$ cat src/rtl/sbd_pkg.sv
package sbd_pkg;
  localparam int NUM_CH = 2;
  localparam int CH_A   = 0;
  localparam int CH_B   = 1;

  typedef enum logic [1:0] {
    EVT_NONE  = 2'd0,
    EVT_BRK   = 2'd1,
    EVT_FETCH = 2'd2,
    EVT_OPER  = 2'd3
  } evt_e;
endpackage

$ cat src/rtl/sbd_seq_cond.sv
module sbd_seq_cond (
  input  logic clk_i,
  input  logic rst_ni,
  input  logic seq_en_i,
  input  logic a_fetch_pre_i,
  input  logic match_a_i,
  input  logic match_b_i,
  input  logic short_loop_i,
  input  logic clr_i,
  input  logic fire_i,
  output logic qual_o,
  output logic armed_o
);
  logic armed_q, armed_d;
  logic cond_seq, cond_ind;

  // B must follow an earlier A, unless A is a pre-exec fetch break
  assign cond_seq = match_b_i & (armed_q | (match_a_i & a_fetch_pre_i));
  assign cond_ind = match_a_i | match_b_i;
  assign qual_o   = ~short_loop_i & (seq_en_i ? cond_seq : cond_ind);

  always_comb begin
    armed_d = armed_q;
    if (clr_i)                   armed_d = 1'b0;
    else if (seq_en_i && fire_i) armed_d = 1'b0;
    else if (match_a_i)          armed_d = 1'b1;
  end

  always_ff @(posedge clk_i or negedge rst_ni) begin
    if (!rst_ni) armed_q <= 1'b0;
    else         armed_q <= armed_d;
  end

  assign armed_o = armed_q;

  a_r3_b_needs_arm: assert property (@(posedge clk_i) disable iff (!rst_ni)
    (seq_en_i && match_b_i && !match_a_i && !armed_q) |-> !qual_o);

  a_r5_arm_hold: assert property (@(posedge clk_i) disable iff (!rst_ni)
    (armed_q && !clr_i && !fire_i) |=> armed_q);
endmodule

$ cat src/rtl/sbd_exec_cnt.sv
module sbd_exec_cnt #(
  parameter int CNT_W = 16
) (
  input  logic             clk_i,
  input  logic             rst_ni,
  input  logic             cnt_en_i,
  input  logic             load_i,
  input  logic [CNT_W-1:0] val_i,
  input  logic             qual_i,
  output logic             fire_o,
  output logic [CNT_W-1:0] cnt_o
);
  localparam logic [CNT_W-1:0] ONE = CNT_W'(1);

  logic [CNT_W-1:0] cnt_q, cnt_d;
  logic last;
  logic dec;

  assign last   = (cnt_q <= ONE);
  assign dec    = qual_i & cnt_en_i & ~last;
  assign fire_o = qual_i & (~cnt_en_i | last);

  always_comb begin
    cnt_d = cnt_q;
    if (load_i)   cnt_d = val_i;
    else if (dec) cnt_d = cnt_q - ONE;
  end

  always_ff @(posedge clk_i or negedge rst_ni) begin
    if (!rst_ni) cnt_q <= '0;
    else         cnt_q <= cnt_d;
  end

  assign cnt_o = cnt_q;

  a_r6_step_down: assert property (@(posedge clk_i) disable iff (!rst_ni)
    (cnt_en_i && qual_i && !load_i && cnt_q > ONE) |=> (cnt_q == $past(cnt_q) - ONE));

  a_r6_no_fire_early: assert property (@(posedge clk_i) disable iff (!rst_ni)
    (cnt_en_i && cnt_q > ONE) |-> !fire_o);
endmodule

$ cat src/rtl/sbd_prio.sv
module sbd_prio
  import sbd_pkg::*;
(
  input  logic fetch_exc_i,
  input  logic oper_exc_i,
  input  logic fire_i,
  input  logic brk_pre_i,
  output evt_e evt_o
);
  always_comb begin
    if (fetch_exc_i)            evt_o = EVT_FETCH;
    else if (fire_i && brk_pre_i) evt_o = EVT_BRK;
    else if (oper_exc_i)        evt_o = EVT_OPER;
    else if (fire_i)            evt_o = EVT_BRK;
    else                        evt_o = EVT_NONE;
  end
endmodule

$ cat src/rtl/seq_break_unit.sv
module seq_break_unit
  import sbd_pkg::*;
#(
  parameter int CNT_W = 16
) (
  input  logic             clk_i,
  input  logic             rst_ni,
  input  logic             seq_en_i,
  input  logic             a_fetch_pre_i,
  input  logic             brk_pre_i,
  input  logic             cnt_en_i,
  input  logic             cnt_load_i,
  input  logic [CNT_W-1:0] cnt_val_i,
  input  logic             match_a_i,
  input  logic             match_b_i,
  input  logic             short_loop_i,
  input  logic             fetch_exc_i,
  input  logic             oper_exc_i,
  input  logic             flag_clr_i,
  output logic             brk_o,
  output logic [1:0]       evt_o,
  output logic             flag_a_o,
  output logic             flag_b_o,
  output logic             armed_o,
  output logic [CNT_W-1:0] cnt_o
);
  logic qual, fire;
  evt_e evt_d, evt_q;
  logic [NUM_CH-1:0] match, flag_q;

  assign match[CH_A] = match_a_i;
  assign match[CH_B] = match_b_i;

  sbd_seq_cond u_cond (
    .clk_i         (clk_i),
    .rst_ni        (rst_ni),
    .seq_en_i      (seq_en_i),
    .a_fetch_pre_i (a_fetch_pre_i),
    .match_a_i     (match_a_i),
    .match_b_i     (match_b_i),
    .short_loop_i  (short_loop_i),
    .clr_i         (flag_clr_i),
    .fire_i        (fire),
    .qual_o        (qual),
    .armed_o       (armed_o)
  );

  sbd_exec_cnt #(.CNT_W(CNT_W)) u_cnt (
    .clk_i    (clk_i),
    .rst_ni   (rst_ni),
    .cnt_en_i (cnt_en_i),
    .load_i   (cnt_load_i),
    .val_i    (cnt_val_i),
    .qual_i   (qual),
    .fire_o   (fire),
    .cnt_o    (cnt_o)
  );

  sbd_prio u_prio (
    .fetch_exc_i (fetch_exc_i),
    .oper_exc_i  (oper_exc_i),
    .fire_i      (fire),
    .brk_pre_i   (brk_pre_i),
    .evt_o       (evt_d)
  );

  for (genvar c = 0; c < NUM_CH; c++) begin : g_flag
    always_ff @(posedge clk_i or negedge rst_ni) begin
      if (!rst_ni)         flag_q[c] <= 1'b0;
      else if (flag_clr_i) flag_q[c] <= 1'b0;
      else if (match[c])   flag_q[c] <= 1'b1;
    end
  end

  always_ff @(posedge clk_i or negedge rst_ni) begin
    if (!rst_ni) begin
      evt_q <= EVT_NONE;
      brk_o <= 1'b0;
    end else begin
      evt_q <= evt_d;
      brk_o <= (evt_d == EVT_BRK);
    end
  end

  assign evt_o    = evt_q;
  assign flag_a_o = flag_q[CH_A];
  assign flag_b_o = flag_q[CH_B];

  a_r4_same_cycle_reject: assert property (@(posedge clk_i) disable iff (!rst_ni)
    (seq_en_i && match_a_i && match_b_i && !armed_o && !a_fetch_pre_i) |=> !brk_o);

  a_r7_short_loop: assert property (@(posedge clk_i) disable iff (!rst_ni)
    (short_loop_i && !cnt_load_i) |=> ($stable(cnt_o) && !brk_o));

  a_r8_fetch_wins: assert property (@(posedge clk_i) disable iff (!rst_ni)
    fetch_exc_i |=> (evt_o == EVT_FETCH && !brk_o));

  a_r10_oper_over_post: assert property (@(posedge clk_i) disable iff (!rst_ni)
    (oper_exc_i && !fetch_exc_i && !brk_pre_i) |=> (evt_o == EVT_OPER));

  a_r11_flag_sticky: assert property (@(posedge clk_i) disable iff (!rst_ni)
    (flag_a_o && !flag_clr_i) |=> flag_a_o);

  a_r12_brk_code: assert property (@(posedge clk_i) disable iff (!rst_ni)
    brk_o |-> (evt_o == EVT_BRK));
endmodule

$ cat config.mk
export PLATFORM = sky130hd
export DESIGN_NAME = seq_break_unit
export DESIGN_NICKNAME = d
export VERILOG_FILES = /design/src/rtl/sbd_pkg.sv /design/src/rtl/sbd_seq_cond.sv /design/src/rtl/sbd_exec_cnt.sv /design/src/rtl/sbd_prio.sv /design/src/rtl/seq_break_unit.sv
export SDC_FILE = /design/constraint.sdc
export NUM_CORES = 1
export LEC_CHECK = 0
export BUFFER_PORTS_ARGS = -buffer_cell sky130_fd_sc_hd__clkbuf_2
export CAP_MARGIN = 15
export CORE_MARGIN = 1.5
export CORE_UTILIZATION = 40
export CTS_BUF_LIST = sky130_fd_sc_hd__clkbuf_2
export DETAILED_ROUTE_END_ITERATION = 10
export PLACE_DENSITY = 0.7
export SLEW_MARGIN = 30
export SYNTH_ARGS = -nofsm -noshare
export SYNTH_HDL_FRONTEND = slang
export SYNTH_SLANG_ARGS = --single-unit
$ cat constraint.sdc
create_clock -name clk_i -period 2.5 [get_ports clk_i]
set_input_delay 0.125 -clock clk_i [delete_from_list [all_inputs] [get_ports clk_i]]
set_output_delay 0.125 -clock clk_i [all_outputs]
set_load 0.02 [all_outputs]
### Word level (Yosys, flattened, before mapping)

Cells that the tools add are included.

| word-level totals | value |
|---|---|
| register bits after elaboration | 22 |
| latch bits | 0 |
| RAM bits | 0 |
| ROM bits | 0 |
| bits of input ports | 29 |
| output and inout port bits | 22 |
| logic and storage cells | 40 |
| memories kept | 0 |

| operators by class | value |
|---|---|
| add/subtract/negate cells | 1 |
| multipliers | 0 |
| div/mod/pow operators | 0 |
| order comparisons | 1 |
| equal/unequal tests | 1 |
| shift operators | 0 |
| multiplexer cells | 13 |
| bitwise gates (word level) | 12 |
| reductions and logical operators | 6 |

Operators with widths:

| operator | number |
|---|---|
| $mux 16 | 2 |
| $le 16x1->1 const B | 1 |
| $sub 16x1->16 const B | 1 |
| $mux 1 | 8 |
| $and 1x1->1 | 6 |
| $mux 2 | 3 |
| $reduce_bool 2->1 | 3 |
| $not 1->1 | 3 |
| $or 1x1->1 | 3 |
| $reduce_bool 3->1 | 1 |
| $eq 2x1->1 const B | 1 |
| $logic_and 1x1->1 | 2 |

### Depth between registers and ports, before layout

Gate-level depths: netlist of the first run.

| logic depth | value |
|---|---|
| depth in word-level cells | 11 |
| depth in mapped cells | 7 |

### Modules after synthesis

Synthesis of the first run repeated with hierarchy kept, for this count alone.

| unflattened totals | value |
|---|---|
| cell total of the unflattened synthesis | 133 |
| area total of the unflattened synthesis | 1257.5 µm² |

By module, submodules not included:

| module | instances | cells each | area an instance (µm²) |
|---|---|---|---|
| sbd_exec_cnt | 1 | 113 | 1009.7 |
| seq_break_unit | 1 | 8 | 151.4 |
| sbd_seq_cond | 1 | 8 | 77.6 |
| sbd_prio | 1 | 4 | 18.8 |

### Least setup slack after synthesis of the first run

Ideal clock, no wire load.

| timing path | value |
|---|---|
| kind | register to register |
| start point | register u_cnt.cnt_q[4] (netlist: u_cnt.cnt_o[4]) |
| end point | register u_cnt.cnt_q[12] (netlist: u_cnt.cnt_o[12]) |
| setup time | 0.082 ns |
| arrival time | 2.369 ns |
| required time | 2.418 ns |
| path slack | 0.049 ns |
| cell stages (with the launch flop) | 7 |
| buffers on the path | 1 |
| clock period less this slack | 2.451 ns |
| cells stage by stage | dfrtp_1 or4_1 buf_2 or4_4 nor4_4 or3b_1 a31oi_1 |

| on the way | value |
|---|---|
| cells in the longest elaborated chain, start to end | 4 |
| elaborated cells between the ends (all ways) | 7 |
| those cells by class | add/sub: 1; order compare: 1; mux: 2; bitwise: 2; reduce/logical: 1 |

RTL lines:

| item | RTL line | source |
|---|---|---|
| from (decl) | sbd_exec_cnt.sv:15 | `logic [CNT_W-1:0] cnt_q, cnt_d;` |
| from (signal assigned) | sbd_exec_cnt.sv:31 | `else cnt_q <= cnt_d;` |
| $le 16x1->1 | sbd_exec_cnt.sv:19 | `assign last = (cnt_q <= ONE);` |
| $not 1->1 | sbd_exec_cnt.sv:20 | `assign dec = qual_i & cnt_en_i & ~last;` |
| $and 1x1->1 | sbd_exec_cnt.sv:20 |  |
| $reduce_bool 2->1 (no source line) | - |  |

Parallel ways exist; a longest one is shown, timed or not. The select of a mux whose other input is x is not followed.
A chain may end at the register's enable or synchronous reset.

### Final worst setup path of the first run

| timing path | value |
|---|---|
| start point | register u_cnt.cnt_q[14] (netlist: u_cnt.cnt_o[14]) |
| end point | register u_cnt.cnt_q[0] (netlist: u_cnt.cnt_o[0]) |

| on the way | value |
|---|---|
| cells in the longest elaborated chain, start to end | 4 |

RTL lines:

| item | RTL line |
|---|---|
| $le 16x1->1 | sbd_exec_cnt.sv:19 |
| $not 1->1 | sbd_exec_cnt.sv:20 |
| $and 1x1->1 | sbd_exec_cnt.sv:20 |
| $reduce_bool 2->1 (no source line) | - |

No other way between the ends.

==> results of run 1 <==
-- metrics by stage --
| step | hold slack (ns) | total power (W) | setup slack, ns | instances | instance area (sq um) |
|---|---|---|---|---|---|
| global placement | 0.146 | 0.000646 | 0.159 | 236 | 1650 |
| detailed placement | 0.149 | 0.000650 | 0.116 | 236 | 1650 |
| global route | 0.0231 | 0.000860 | 0.0127 | 259 | 1860 |
| finish | 0.0409 | 0.000809 | 0.118 | 259 | 1860 |
| floorplan | -0.171 | 0.000559 | 0.0491 | 143 | 1340 |
| CTS | 0.00259 | 0.000815 | 0.0621 | 257 | 1840 |
-- registers in the layout, indices dropped and copies added, names as in the netlist --
register        count
brk_o               1
evt_o               2
flag_a_o            1
flag_b_o            1
u_cnt.cnt_o        16
u_cond.armed_o      1
-- layout by cell type (no fill, tap or decap), drive strengths merged, types with 2 or more instances in the layout --
master       synthesis  final
clkbuf               3     53
dfrtp               22     22
nor2                20     20
dlygate4sd3          1     19
inv                  9      9
a31oi                9      9
nand2                8      8
or4                  7      7
nand3                5      5
buf                  2      5
o21ai                4      4
nor3                 4      4
a21oi                3      3
nand4                3      3
o41ai                3      3
nor4                 3      3
nor2b                2      2
a21o                 2      2
a311o                2      2
a22oi                2      2
a211oi               2      2
o31ai                2      2
or3                  2      2
o211ai               2      2
ha                   2      2
o31a                 2      2
-- power groups by stage --
stage                     sequential [W]  clock, W  combinational [W]
final                           0.000422  0.000141           0.000246
after global routing            0.000428  0.000162           0.000271
after CTS                       0.000421  0.000150           0.000244
after detailed placement        0.000427         0           0.000223
after global placement          0.000425         0           0.000220
after floorplan                 0.000464         0          0.0000951
-- area by class of cell --
type	count	area share (%)
clock buffer	3	0.807
sequential	22	29.6
timing repair buffer	74	25.7
inverter	9	1.82
multi-input combinational	106	38.9
clock inverter	1	0.202
tap	44	2.96
-- metal layers --
metal  track usage, %  wire [microns]  vias up
met2             31.5            1600       44
met1             25.4            1630      634
met5                0               0        -
met3             2.77             127        5
li1                 -               -      690
met4             5.59              35        0
-- logic make-up after synthesis --
group | synth area share [%]
buffers and inverters | 5.05
XOR/XNOR | 1.31
flip-flops | 41.1
adder cells (fa/ha/maj) | 1.87
AND/OR/NAND/NOR | 27.6
AO/OA/AOI/OAI | 21.5
multiplexers | 1.59
-- critical path: stages (launching register included) --
cell and delay, ns:
dfrtp_1 0.44, or4_1 0.64, nor3_4 0.40, nand3_1 0.34, a311o_1 0.43, nand3_1 0.08
-- path summary, 6_finish.rpt --
| kind | start | to | slack (ns) | cells after the start |
|---|---|---|---|---|
| max in group asynchronous | rst_ni | u_cnt.cnt_o[14]$_DFFE_PN0P_ | 1.88 | 2 |
| min reg2reg | flag_b_o$_DFFE_PN0P_ | flag_b_o$_DFFE_PN0P_ | 0.54 | 2 |
| max | u_cnt.cnt_o[14]$_DFFE_PN0P_ | u_cnt.cnt_o[0]$_DFFE_PN0P_ | 0.12 | 5 |
| min | cnt_val_i[15] | u_cnt.cnt_o[15]$_DFFE_PN0P_ | 0.04 | 3 |
| max reg2reg | u_cnt.cnt_o[14]$_DFFE_PN0P_ | u_cnt.cnt_o[0]$_DFFE_PN0P_ | 0.12 | 5 |
| min in group asynchronous | rst_ni | u_cnt.cnt_o[7]$_DFFE_PN0P_ | 0.27 | 2 |
-- what timing repair did --
item                                    4_1_cts  5_1_grt
hold buffers                                 17        2
endpoints found under the hold margin        38        2
setup buffers                                 0        0
endpoints found under the setup margin        0        1
gates resized for setup                       0        1
==> flow_summary.yaml, run 1 <==
floorplan:
  die_area_sq_um: 3700
  rows: 20
  start_util_pct: 42.8
  core-area_sq_um: 3130
  num_io_pins: 51
  die_y_microns: 60.9
  fp.dieW_microns: 60.9
power:
  p_comb_share_pct: 30.4
  swShare_pct: 34.7
  p_int_w: 0.000529
  peakVddDrop_v: 0.000209
  p_leak_nw: 0.842
  seqPwrFrac_pct: 52.1
  powerDensity_nw_per_um2: 435
  switching_power_w: 0.000281
  clockPowerShare_pct: 17.4
timing:
  period_needed_ns: 2.38
  slew_headroom_pct: 58.4
  worst_pin_slew_ns: 0.623
  fin_crit_sh_pct: 95.3
  clock.fmax_mhz: 420
  final_max_slew_viol_count: 0
  setup_tns_ns: 0
  rsz0062_at_grt: "false"
  hold_viol: 0
  clock_skew_ns: 0.00835
  setup_viol: 0
final_layout:
  fill_cells: 283
  fin_nets: 247
  drive_above_1_share_pct: 34.0
  area_growth_syn_to_layout_pct: 39.0
  final_util_pct: 59.5
  multi_input_area_sq_um: 724
  num_antenna_cells: 0
  seqCellArea_sq_um: 551
placement:
  place_congestion: 0.824
  portBuffers: 50
  dp_hpwl_microns: 2410
detailed_routing:
  vias_per_cell: 5.30
  drt_iter0_markers: 78
  drc: 0
  wirelength_microns: 3390
  wl_per_cell_microns: 13.1
  ant_nets: 0
  vias: 1373
  dr.pass1.iters: 4
logic_synthesis:
  yosys-top-cells-count: "dfrtp_1, nor2_1, a31oi_1, inv_1, nand2_1"
  synth_seq_cells: 22
  synth_edf_count: 0
  syn_inst: 143
  synth_warnings: 0
  yosysMostFrequentCell: "dfrtp_1"
  ys_seq_area_share_pct: 41.1
  synth_fp_nets: 174
  synth_top_area_share_pct: 41.1
  synth_flop_cell: "dfrtp_1"
  postSynthAreaPerCell_sq_um: 9.36
  netlist_area_sq_um: 1340
  synthTopCellsByArea: "dfrtp_1, nor2_1, a31oi_1"
  synth_top_cell_by_area: "dfrtp_1"
  async_flop_share_pct: 100
  synth.distinct_cells: 49
clock_network:
  htree_levels: 1
  clk_path_buf_depth: 2
  cts_tree: "yes"
  cts_sinks: 22
  insertion_delay_ns: 0.33
  path_clk_slew_ns: 0.19
  root_buffer: "clkbuf_2"
  cts_buffers: 3
global_route:
  grt_max_degree: 23
  grt_usage_pct: 18.9
  grt_pass1_vias: 1186
  grt_pass1_wl_microns: 5250
  antenna_found_initial: 0
  overflow: 0
run_status:
  status: "completed"
run:
  max_cap_viol_count: 0
worst_setup_path:
  crit_type: "flip-flop to flip-flop"
  cp-end-kind: "flip-flop"
  worstPathRequired_ns: 2.78
  arrival_ns: 2.66
  worstSetupStartpointType: "flip-flop"
  cp_max_fo: 8
min_path:
  hp-class: "input pin to flip-flop"
Note: power is estimated with default switching activity, not from simulation.
==> inputs of run 2 (changes only) <==
- REMOVE_ABC_BUFFERS: default -> 1
==> run 2 against run 1 <==
  * Hold slack got worse by 0.041 ns
  * Clock skew rose by 0.024 ns
  * Global-route usage rose by 2.7 points
  * Sequential power barely moved
  * First-iteration DRC count fell by 27%
  * Die area did not move
  * The run now ends with hold timing left
  * Worst setup slack got worse by 0.0024 ns
  * Clock-buffer cell count did not move
  * Non-clock buffer count fell by 2
==> flow_summary.yaml, run 2 (synthesis results as in run 1) <==
detailed_routing:
  drt_iter0_markers: 57
  wl_per_cell_microns: 13.9
  top_layer: "met4"
  wl_met2_microns: 1830
  wl_met1_microns: 1560
  dr.pass1.iters: 5
  vias: 1392
  dr_wl_met3_microns: 150
  ant_nets: 0
  vias_per_cell: 5.42
  wirelength_microns: 3580
  drc: 0
min_path:
  hp-class: "input pin to flip-flop"
clock_network:
  postCtsSetupBuffers: 0
  cts_tree: "yes"
  cts_sinks: 22
  insertion_delay_ns: 0.35
  clk_path_buf_depth: 2
  root_buffer: "clkbuf_2"
  path_clk_slew_ns: 0.24
  htree_levels: 1
  cts_buffers: 3
power:
  peakVddDrop_v: 0.000388
  finalPower_w: 0.000921
  p_leak_nw: 0.845
  powerDensity_nw_per_um2: 494
global_route:
  grt_pass1_wl_microns: 5990
  antenna_found_initial: 0
  overflow: 0
  grt_max_degree: 23
  grt_usage_pct: 21.6
  grt_pass1_vias: 1350
run_status:
  failed_checks: "hold timing"
  status: "finished, violations left"
final_layout:
  area_growth_syn_to_layout_pct: 39.3
  fill_cells: 282
  final_common_cell: "clkbuf_2"
  mostFrequentLayoutCells: "clkbuf_2, dfrtp_1, nor2_1"
  num_antenna_cells: 0
  fin_nets: 245
  final_util_pct: 59.6
  fin_cells: 257
  drive_above_1_share_pct: 35.2
  largest_reg_flops: 16
worst_setup_path:
  cp-end-kind: "flip-flop"
  crit_type: "flip-flop to flip-flop"
  worstPathRequired_ns: 2.78
  reg2reg_to: "u_cnt.cnt_o[0]$_DFFE_PN0P_"
  cp_max_fo: 8
  worstSetupStartpointType: "flip-flop"
  arrival_ns: 2.66
  reg2reg_depth: 5
  endpoint: "u_cnt.cnt_o[0]$_DFFE_PN0P_"
  r2r_setup_slack_ns: 0.12
  r2r_start: "u_cnt.cnt_o[14]$_DFFE_PN0P_"
  critPathLaunch: "u_cnt.cnt_o[14]$_DFFE_PN0P_"
floorplan:
  num_io_pins: 51
  rows: 20
  core-area_sq_um: 3130
  fp.dieW_microns: 60.9
  start_util_pct: 42.8
  die_y_microns: 60.9
  die_area_sq_um: 3700
timing:
  clock_skew_ns: 0.0326
  slew_headroom_pct: 61.7
  setup_viol: 0
  setup_tns_ns: 0
  final_max_slew_viol_count: 0
  worst_pin_slew_ns: 0.574
  period_needed_ns: 2.38
  hold_viol: 1
  clock.fmax_mhz: 419
  holdWs_ns: -0.000341
  fin_crit_sh_pct: 95.4
placement:
  portBuffers: 50
  place_congestion: 0.828
  dp_hpwl_microns: 2520
  placed_cells: 237
run:
  max_cap_viol_count: 0
[run 2: changes by cell type in the layout (fill, tap and decap cells not counted)]
cell and change:
clkinv_1 -1, bufinv_16 +1, or4_1 +1, nand3_2 +1
or4_4 -1, buf_4 +1, nand3_1 -1, dlygate4sd3_1 -3
[run 2: worst min-delay path by stage]
stage	start	to	slack, ns	cells past startpoint
after floorplan	rst_ni	brk_o$_DFF_PN0_	-0.17	0
after detailed placement	rst_ni	u_cnt.cnt_o[7]$_DFFE_PN0P_	0.15	1
after global placement	rst_ni	brk_o$_DFF_PN0_	0.14	1
after global routing	cnt_val_i[15]	u_cnt.cnt_o[15]$_DFFE_PN0P_	0.01	3
final	cnt_val_i[15]	u_cnt.cnt_o[15]$_DFFE_PN0P_	-0.0003	3
after CTS	oper_exc_i	evt_o[0]$_DFF_PN0_	0.005	3
[run 2: through the flow]
step	hold WS [ns]	setup slack (ns)	instance area [sq um]
after floorplan	-0.171	0.0660	1310
after CTS	0.00494	0.107	1860
after detailed placement	0.148	0.196	1660
after global routing	0.00976	-0.00486	1870
after global placement	0.140	0.248	1660
final	-0.000341	0.116	1870
[run 2: final cells by class]
| cell class | count | area [sq um] | area share, % |
|---|---|---|---|
| inverter | 9 | 33.8 | 1.81 |
| sequential | 22 | 551 | 29.5 |
| clock inverter | 1 | 30.0 | 1.61 |
| tap | 44 | 55.1 | 2.95 |
| clock buffer | 3 | 15.0 | 0.805 |
| timing repair buffer | 72 | 455 | 24.4 |
| multi-input combinational | 106 | 726 | 38.9 |
[run 2: critical path, stage by stage (launching register included)]
cell and delay, ns:
dfrtp_1 0.47, or4_1 0.63, nor3_4 0.43, nand3_2 0.28, a311o_1 0.42, nand3_1 0.08
[run 2: report_power, final]
group          internal (W)  switching [W]
registers          0.000388      0.0000330
clock network      0.000138       0.000117
logic              0.000104       0.000142
[run 2: layer usage]
metal  vias up  global-route usage (%)
met3         5                    2.56
met4         0                    5.59
met1       652                    27.7
li1        688                       -
met2        47                    38.4
met5         -                       0
[run 2: what timing repair did]
item / in CTS / in global routing
resized for setup: 0 / 1
hold buffers: 16 / 0
endpoints found under the hold margin: 38 / 0
endpoints found under the setup margin: 0 / 5
==> inputs of run 3 (changes only) <==
- CORE_ASPECT_RATIO: default -> 0.75
- CORE_UTILIZATION: 40 -> 45
- CTS_CLUSTER_SIZE: default -> 28
- PLACE_DENSITY: 0.7 -> 0.77
==> run 3 against run 2 <==
  * The flow now finishes without violations
  * Critical path depth is 2 higher
  * Non-clock buffer count stayed put
  * Critical path type unchanged
  * Sequential share of layout area is 0.50 points higher
  * Hold slack better by 0.034 ns
  * Fmax is 2.1% higher
  * Global-route usage is 2.6 points higher
==> flow_summary.yaml, run 3 (synthesis results as in run 1) <==
detailed_routing:
  drt_iter0_markers: 83
  wirelength_microns: 3650
  vias_per_cell: 5.58
  wl_met2_microns: 1700
  wl_met1_microns: 1690
  top_layer: "met4"
  ant_nets: 0
  drc: 0
  wl_per_cell_microns: 14.7
  dr_wl_met3_microns: 215
  vias: 1384
  dr.pass1.iters: 4
worst_setup_path:
  crit_buf_inv: 1
  crit_type: "flip-flop to flip-flop"
  cp_max_fo: 7
  worstPathRequired_ns: 2.78
  cp-end-kind: "flip-flop"
  arrival_ns: 2.62
  worstSetupStartpointType: "flip-flop"
  slowest_delay_ns: 0.55
  cp_slowest_cell: "or4_2"
  crit_family: "simple AND/OR/NAND/NOR gates"
  cp_cell_sequence: "inv_1, ha_1, nor2_1, nor3_4, a311o_1, or4_2, a31oi_1"
clock_network:
  postCtsSetupBuffers: 0
  cts_sinks: 22
  path_clk_slew_ns: 0.20
  htree_levels: 1
  insertion_delay_ns: 0.34
  clk_path_buf_depth: 2
  cts_tree: "yes"
  root_buffer: "clkbuf_2"
  cts_buffers: 3
final_layout:
  drive_above_1_share_pct: 34.9
  final_util_pct: 67.4
  largest_reg_flops: 16
  fin_nets: 245
  area_growth_syn_to_layout_pct: 37.0
  fill_cells: 245
  num_antenna_cells: 0
  mostFrequentLayoutCells: "clkbuf_2, dfrtp_1, nor2_1"
  final_common_cell: "clkbuf_2"
global_route:
  grt_usage_pct: 24.1
  grt_max_degree: 23
  antenna_found_initial: 0
  grt_pass1_wl_microns: 6110
  overflow: 0
  grt_pass1_vias: 1372
floorplan:
  rows: 16
  fp.dieW_microns: 66.0
  start_util_pct: 49.2
  core-area_sq_um: 2720
  num_io_pins: 51
  die_area_sq_um: 3310
  die_y_microns: 50.2
timing:
  rsz0062_at_grt: "false"
  clock.fmax_mhz: 428
  final_max_slew_viol_count: 0
  hold_viol: 0
  setup_viol: 0
  worst_pin_slew_ns: 0.616
  slew_headroom_pct: 58.9
  fin_crit_sh_pct: 93.4
  period_needed_ns: 2.34
  setup_tns_ns: 0
  clock_skew_ns: 0.00932
placement:
  portBuffers: 50
  dp_hpwl_microns: 2750
  place_congestion: 0.826
power:
  powerDensity_nw_per_um2: 443
  p_leak_nw: 0.830
  peakVddDrop_v: 0.000262
run_status:
  status: "completed"
min_path:
  hp-class: "input pin to flip-flop"
run:
  max_cap_viol_count: 0
-- run 3: cell type report --
cell class                 instances  area, sq um  share of cell area [%]
multi-input combinational        106          732                    39.9
clock buffer                       3         15.0                   0.819
tap                               36         45.0                    2.46
sequential                        22          551                    30.0
inverter                           9         33.8                    1.84
timing repair buffer              72          458                    25.0
-- run 3: timing repair --
action / 4_1_cts / 5_1_grt
gates resized for setup: 0 / 2
endpoints found under the setup margin: 0 / 1
hold endpoints to repair: 36 / 2
hold buffers: 15 / 2
-- run 3: power by group --
part	switching (W)	total [W]	internal [W]
combinational	0.000145	0.000250	0.000105
clock	0.000106	0.000139	0.0000327
sequential	0.0000363	0.000424	0.000387
total	0.000288	0.000813	0.000525
-- run 3: through the flow --
step	area, sq um	hold WS [ns]	total power (W)	cells	setup slack [ns]
2_1_floorplan	1310	-0.171	0.000551	137	0.0660
4_1_cts	1800	0.00208	0.000811	246	0.154
5_1_grt	1830	0.00411	0.000865	248	0.0492
6_report	1830	0.0342	0.000813	248	0.164
3_5_place_dp	1640	0.140	0.000656	228	0.186
3_3_place_gp	1640	0.130	0.000647	228	0.265
-- run 3: worst paths after layout --
path	to	start	slack [ns]	cells past startpoint
worst max-delay path	u_cnt.cnt_o[9]$_DFFE_PN0P_	u_cnt.cnt_o[0]$_DFFE_PN0P_	0.16	7
min in group asynchronous	u_cnt.cnt_o[12]$_DFFE_PN0P_	rst_ni	0.27	2
max in group asynchronous	u_cnt.cnt_o[13]$_DFFE_PN0P_	rst_ni	1.87	2
worst min-delay path	u_cnt.cnt_o[5]$_DFFE_PN0P_	cnt_val_i[5]	0.03	3
worst min register to register	flag_b_o$_DFFE_PN0P_	flag_b_o$_DFFE_PN0P_	0.53	2
worst max register to register	u_cnt.cnt_o[9]$_DFFE_PN0P_	u_cnt.cnt_o[0]$_DFFE_PN0P_	0.16	7
-- run 3: routing by layer --
| metal | vias up | track usage [%] |
|---|---|---|
| li1 | 681 | - |
| met3 | 7 | 5.38 |
| met5 | - | 0 |
| met2 | 46 | 39.6 |
| met4 | 0 | 6.12 |
| met1 | 650 | 32.5 |
-- run 3: worst register-to-register path: stages (launching register included) --
cell and delay (ns):
dfrtp_1 0.49, inv_1 0.10, ha_1 0.24, nor2_1 0.21
nor3_4 0.11, a311o_1 0.40, or4_2 0.55, a31oi_1 0.18
